[config.mk]
export PLATFORM = sky130hd
export DESIGN_NAME = iter_umul
export DESIGN_NICKNAME = d
export VERILOG_FILES = /design/src/rtl/iter_umul_pkg.sv /design/src/rtl/umul_ctrl.sv /design/src/rtl/umul_ppgen.sv /design/src/rtl/umul_dp.sv /design/src/rtl/iter_umul.sv
export SDC_FILE = /design/constraint.sdc
export NUM_CORES = 1
export LEC_CHECK = 0
export BUFFER_PORTS_ARGS = -buffer_cell sky130_fd_sc_hd__buf_4
export CAP_MARGIN = 20
export CORE_MARGIN = 10
export CORE_UTILIZATION = 54
export CTS_BUF_LIST = sky130_fd_sc_hd__clkbuf_8
export DETAILED_ROUTE_END_ITERATION = 7
export PLACE_DENSITY = 0.78
export SLEW_MARGIN = 10
export SYNTH_ARGS = -nofsm -noshare
export SYNTH_HDL_FRONTEND = slang
export SYNTH_SLANG_ARGS = --single-unit
[constraint.sdc]
create_clock -name clk -period 4.6 [get_ports clk]
set_input_delay 0 -clock clk [delete_from_list [all_inputs] [get_ports clk]]
set_output_delay 0 -clock clk [all_outputs]
set_load 0.02 [all_outputs]
[src/rtl/iter_umul_pkg.sv]
package iter_umul_pkg;
    typedef enum logic [1:0] {
        ST_IDLE = 2'd0,
        ST_RUN  = 2'd1,
        ST_DONE = 2'd2
    } umul_state_e;
endpackage

[src/rtl/umul_ctrl.sv]
module umul_ctrl
    import iter_umul_pkg::*;
#(
    parameter int STEPS = 16
) (
    input  logic clk,
    input  logic rst_n,
    input  logic start,
    output logic load,
    output logic step,
    output logic done_o
);
    localparam int CNT_W = (STEPS > 1) ? $clog2(STEPS) : 1;
    localparam logic [CNT_W-1:0] LAST    = CNT_W'(STEPS - 1);
    localparam logic [CNT_W-1:0] CNT_ONE = CNT_W'(1);

    umul_state_e state_q, state_d;
    logic [CNT_W-1:0] cnt_q;

    // state register
    always_ff @(posedge clk or negedge rst_n) begin
        if (!rst_n) state_q <= ST_IDLE;
        else        state_q <= state_d;
    end

    // next-state logic
    always_comb begin
        state_d = state_q;
        unique case (state_q)
            ST_IDLE: if (start)         state_d = ST_RUN;
            ST_RUN:  if (cnt_q == LAST) state_d = ST_DONE;
            ST_DONE:                    state_d = ST_IDLE;
            default:                    state_d = ST_IDLE;
        endcase
    end

    // step counter
    always_ff @(posedge clk or negedge rst_n) begin
        if (!rst_n)    cnt_q <= '0;
        else if (load) cnt_q <= '0;
        else if (step) cnt_q <= cnt_q + CNT_ONE;
    end

    // outputs decoded from state
    always_comb begin
        load   = 1'b0;
        step   = 1'b0;
        done_o = 1'b0;
        unique case (state_q)
            ST_IDLE: load   = start;
            ST_RUN:  step   = 1'b1;
            ST_DONE: done_o = 1'b1;
            default: ;
        endcase
    end

    AST_DONE_PULSE: assert property (@(posedge clk) disable iff (!rst_n)
        done_o |=> !done_o);

    AST_BUSY_START_IGNORED: assert property (@(posedge clk) disable iff (!rst_n)
        (state_q == ST_RUN && start && cnt_q != LAST)
        |=> (state_q == ST_RUN && cnt_q == $past(cnt_q) + CNT_ONE));

    AST_LOAD_ONLY_IDLE: assert property (@(posedge clk) disable iff (!rst_n)
        load |-> (state_q == ST_IDLE));
endmodule

[src/rtl/umul_ppgen.sv]
module umul_ppgen #(
    parameter int W = 16
) (
    input  logic [W-1:0] mcand,
    input  logic         gate_bit,
    output logic [W-1:0] pp
);
    for (genvar i = 0; i < W; i++) begin : g_and
        assign pp[i] = mcand[i] & gate_bit;
    end
endmodule

[src/rtl/umul_dp.sv]
module umul_dp #(
    parameter int W = 16
) (
    input  logic         clk,
    input  logic         rst_n,
    input  logic         load,
    input  logic         step,
    input  logic [W-1:0] a_in,
    input  logic [W-1:0] b_in,
    output logic [2*W-1:0] product_o
);
    logic [W-1:0] mcand_q, mplier_q, hi_q, lo_q;
    logic [W-1:0] pp;
    logic [W:0]   sum;

    umul_ppgen #(.W(W)) i_ppgen (
        .mcand    (mcand_q),
        .gate_bit (mplier_q[0]),
        .pp       (pp)
    );

    always_comb begin
        sum = {1'b0, hi_q} + {1'b0, pp};
    end

    always_ff @(posedge clk or negedge rst_n) begin
        if (!rst_n) begin
            mcand_q  <= '0;
            mplier_q <= '0;
            hi_q     <= '0;
            lo_q     <= '0;
        end else if (load) begin
            mcand_q  <= a_in;
            mplier_q <= b_in;
            hi_q     <= '0;
            lo_q     <= '0;
        end else if (step) begin
            mplier_q <= {1'b0, mplier_q[W-1:1]};
            hi_q     <= sum[W:1];
            lo_q     <= {sum[0], lo_q[W-1:1]};
        end
    end

    assign product_o = {hi_q, lo_q};

    AST_LOAD_CLEARS: assert property (@(posedge clk) disable iff (!rst_n)
        load |=> (product_o == '0));

    AST_IDLE_HOLD: assert property (@(posedge clk) disable iff (!rst_n)
        (!load && !step) |=> $stable(product_o));
endmodule

[src/rtl/iter_umul.sv]
module iter_umul #(
    parameter int WIDTH = 16
) (
    input  logic               clk,
    input  logic               rst_n,
    input  logic               start,
    input  logic [WIDTH-1:0]   op_a,
    input  logic [WIDTH-1:0]   op_b,
    output logic [2*WIDTH-1:0] product,
    output logic               done
);
    logic load, step;

    umul_ctrl #(.STEPS(WIDTH)) i_ctrl (
        .clk    (clk),
        .rst_n  (rst_n),
        .start  (start),
        .load   (load),
        .step   (step),
        .done_o (done)
    );

    umul_dp #(.W(WIDTH)) i_dp (
        .clk       (clk),
        .rst_n     (rst_n),
        .load      (load),
        .step      (step),
        .a_in      (op_a),
        .b_in      (op_b),
        .product_o (product)
    );

    AST_DONE_NOT_WITH_LOAD: assert property (@(posedge clk) disable iff (!rst_n)
        done |-> !load);
endmodule

==> impl_summary.txt <==
----------------------------------------------------
[Final layout]
  Antenna Cells ... 0
  Top library cells by usage in the layout, fill and taps aside ... sky130_fd_sc_hd__nand2_1 (86), sky130_fd_sc_hd__dfrtp_1 (70), sky130_fd_sc_hd__buf_4 (69)
  Area growth from synthesis to layout ... 29.6%
  Final nets ... 523
  Proportion of layout cells with a drive suffix above 1 ... 19.4%
  Most common library cell in the layout ignoring fill and taps ... sky130_fd_sc_hd__nand2_1
  Final core utilization ... 72.8%
  Final non-filler cell total ... 552
  Post-route cell area ... 4680 um^2

[Power]
  Worst VDD drop ... 0.321 mV
  LEAKAGE ... 2.21 nW
  Total chip power ... 3.04 mW
  Power density normalized to cell area ... 651 nW/um^2

[Yosys]
  Post-synthesis instance area ... 3610 um^2
  Yosys synthesis warning count ... 0
  Mux share of post-synthesis cell area ... 0.277%
  Synthesized netlist net count ... 435
  Fraction of registers with async set or reset after synthesis ... 100%
  Proportion of synthesized chip area in sequential cells ... 48.5%
  Unique cell type count in the Yosys netlist ... 39
  Leading area contributor after synthesis ... sky130_fd_sc_hd__dfrtp_1
  Simple-gate share of the synthesized area ... 17.5%
  Synth top area share ... 48.5%
  Number of enable flip-flop cells after synthesis ... 0
  Synthesized area per cell ... 9.45 um^2
  Post-synthesis compound-gate area fraction ... 20.4%
  Most used flip-flop cell after synthesis ... sky130_fd_sc_hd__dfrtp_1
  Main combinational cell family by area after synthesis ... compound AO/OA/AOI/OAI gates
  Syn Inst Count ... 382
  Ranking of synthesized cells by area ... sky130_fd_sc_hd__dfrtp_1 (49%), sky130_fd_sc_hd__nand2_1 (8.9%), sky130_fd_sc_hd__ha_1 (5.9%), sky130_fd_sc_hd__o21ai_0 (5.1%), sky130_fd_sc_hd__a22o_1 (4.4%)
  Post-synthesis share of cell area spent on full adders, half adders and majority gates ... 6.45%
  Seq cells post-synth ... 70
  Post-synthesis share of cell area spent on xor and xnor gates ... 3.15%

[Routing]
  Aggregate routed wire length ... 9170 um
  Pre-antenna DRT Iters ... 4
  Vias per inst ... 5.68
  Routed length per placed instance ... 16.6 um
  Remaining routing DRC violations ... 0
  Via count ... 3,137
  DRT iter0 DRCs ... 161
  Post-route ant nets ... 0

[Die]
  Die outline height ... 102 um
  Number of ports placed on the die boundary ... 68
  Core Footprint ... 6420 um^2
  Full die area ... 10,400 um^2
  Std cell rows ... 29
  Die extent in x ... 102 um
  Starting utilization of the core area ... 56.2%

[Worst setup path]
  Reg-to-Reg Start ... i_dp.mplier_q[0]
  Worst reg2reg path depth ... 10
  Critical path fanouts, max ... 17
  Crit path largest cell delay ... 0.63 ns
  Worst reg2reg path endpoint ... i_dp.hi_q[9]
  Endpoint type of the worst setup path ... flop
  Reg2reg setup slack ... 1.96 ns
  Startpoint-to-endpoint class of the critical path ... reg2reg
  Arr. time, crit path ... 2.84 ns
  Data required, critical path ... 4.81 ns
  Critical path startpoint category ... flop
  Cell-by-cell listing of the critical path ... and2_1, ha_1, inv_1, fa_1, and2b_1, o211ai_1, a31o_1, o21bai_4, xnor2_1, o21ai_1
  Slowest cell on the critical path ... sky130_fd_sc_hd__dfrtp_1

[GRT]
  Global-route wire length before repair ... 15,400 um
  Antenna violations before repair ... 0
  Number of global-route vias before repair ... 3,170
  Remaining Overflow, GRT ... 0
  Combined global-route utilization of all metal layers ... 18.6%
  Pin count of the biggest net entering global routing ... 71

[Timing]
  Final Hold Slack ... 0.0359 ns
  Setup Skew ... 0.00880 ns
  Unrepaired setup endpoints after global routing ... false
  Transition time of the tightest slew-check pin ... 0.975 ns
  Number of hold-slack violations in the final timing report ... 0
  Number of setup violations in the final report ... 0
  Post-route clock period utilization ... 57.3%
  Sum of negative setup slack ... 0 ns
  Maximum achievable frequency ... 0.380 GHz
  Clock period minus final worst setup slack ... 2.64 ns
  Relative slew margins ... 34.7%
  Worst-case setup margin in the final layout ... 1.96 ns
  Final-report max-slew violation count ... 0

[Clocking]
  Gates resized, CTS repair ... 0
  Clock-pin transition on the worst setup and hold timing paths ... 0.08 ns
  Number of buffers created by CTS ... 9
  Deepest level of the CTS H-tree ... 3
  Clk Tree Root Cell ... sky130_fd_sc_hd__clkbuf_8
  CTS tree ... yes
  Source-to-sink clock delay at the later pin of the worst-skew pair ... 0.35 ns
  Maximum buffer depth of the clock tree ... 2
  Sink Count ... 70

[Outcome]
  Run status ... completed

[Placed design]
  Minimum setup slack after placement ... 1.99 ns
  DP Cell Count ... 503
  Instance area after placement ... 4130 um^2
  Final estimated routing congestion in global placement ... 0.867
  IO buf count ... 67
  HPWL Detailed ... 6060 um

[Worst hold path]
  Start point of the worst min-delay path ... start
  Cells on Worst Hold Path ... 4
  Hold Path Class ... in2reg
  Worst Hold End ... i_dp.mplier_q[13]

[Flow run]
  Maximum Capacitance Violations ... 0

----------------------------------------------------
-- metal layers --
metal	GRT usage [%]	vias to the layer above	wire [um]	part of all wire, %
li1	-	1509	-	-
met2	30.2	86	4490	49
met5	0	-	0	0
met1	23.5	1533	3940	43
met4	5.06	0	95	1.0
met3	5.72	9	641	7.0
-- worst max-delay path by stage --
stage | startpoint | to | slack, ns
floorplan | i_dp.mplier_q[0] | i_dp.hi_q[13] | 2.24
finish | i_dp.mplier_q[0] | i_dp.hi_q[9] | 1.96
CTS | i_dp.mplier_q[0] | i_dp.hi_q[9] | 1.96
global route | i_dp.mplier_q[0] | i_dp.hi_q[9] | 1.78
detailed placement | i_dp.mplier_q[0] | i_dp.hi_q[9] | 1.99
global placement | i_dp.mplier_q[0] | i_dp.hi_q[9] | 2.13
-- logic make-up after synthesis --
kind of cell,after synthesis
AO/OA/AOI/OAI,110
XOR/XNOR,13
adder cells (fa/ha/maj),18
buffers and inverters,30
flip-flops,70
multiplexers,1
AND/OR/NAND/NOR,140
-- worst max-delay path, delay by kind of cell (launching register included) --
family | cells | cell delay [ns]
compound gates | 4 | 0.65
flops | 1 | 0.63
fa+ha+maj | 2 | 0.58
simple gates | 2 | 0.43
xor+xnor | 1 | 0.14
buf+inv | 1 | 0.06
-- final cells by class --
type	instances	area, um^2
repair buffers	102	848
well taps	77	96.3
multi-input cells	282	1740
flip-flops and latches	70	1750
inverters	5	18.8
clock buffers	9	124
clock inverters	7	97.6
fillers	489	1750
-- sequential cells by signal, indices dropped and copies added (netlist names) --
name and flops:
i_ctrl.cnt_q 4, i_ctrl.state_q 2, i_dp.hi_q 16, i_dp.lo_q 16, i_dp.mcand_q 16, i_dp.mplier_q 16
-- power breakdown --
| group | switching (mW) | internal [mW] | leakage (nW) | total [mW] |
|---|---|---|---|---|
| sequential | 0.233 | 0.880 | 0.894 | 1.11 |
| clock | 0.249 | 0.307 | 0.111 | 0.556 |
| combinational | 0.789 | 0.586 | 1.21 | 1.37 |
| total | 1.27 | 1.77 | 2.21 | 3.04 |
-- cell usage after synthesis (all sizes together) (2+ instances only) --
cell type	instances
nand2b	2
clkbuf	9
and2	15
a211oi	3
o21bai	2
nor2b	8
a21oi	16
nand2	86
nand3b	2
nand4	5
a22o	18
xnor2	8
o22ai	2
nand3	9
o211ai	3
xor2	5
ha	17
nor2	10
a22oi	16
dfrtp	70
buf	16
inv	5
o21ai	42
o21a	3
-- what timing repair did --
| item | in CTS | in global routing |
|---|---|---|
| setup buffers | 0 | 0 |
| hold buffers | 33 | 0 |
| endpoints found under the hold margin | 102 | 0 |
Note: power is estimated with default switching activity, not from simulation.
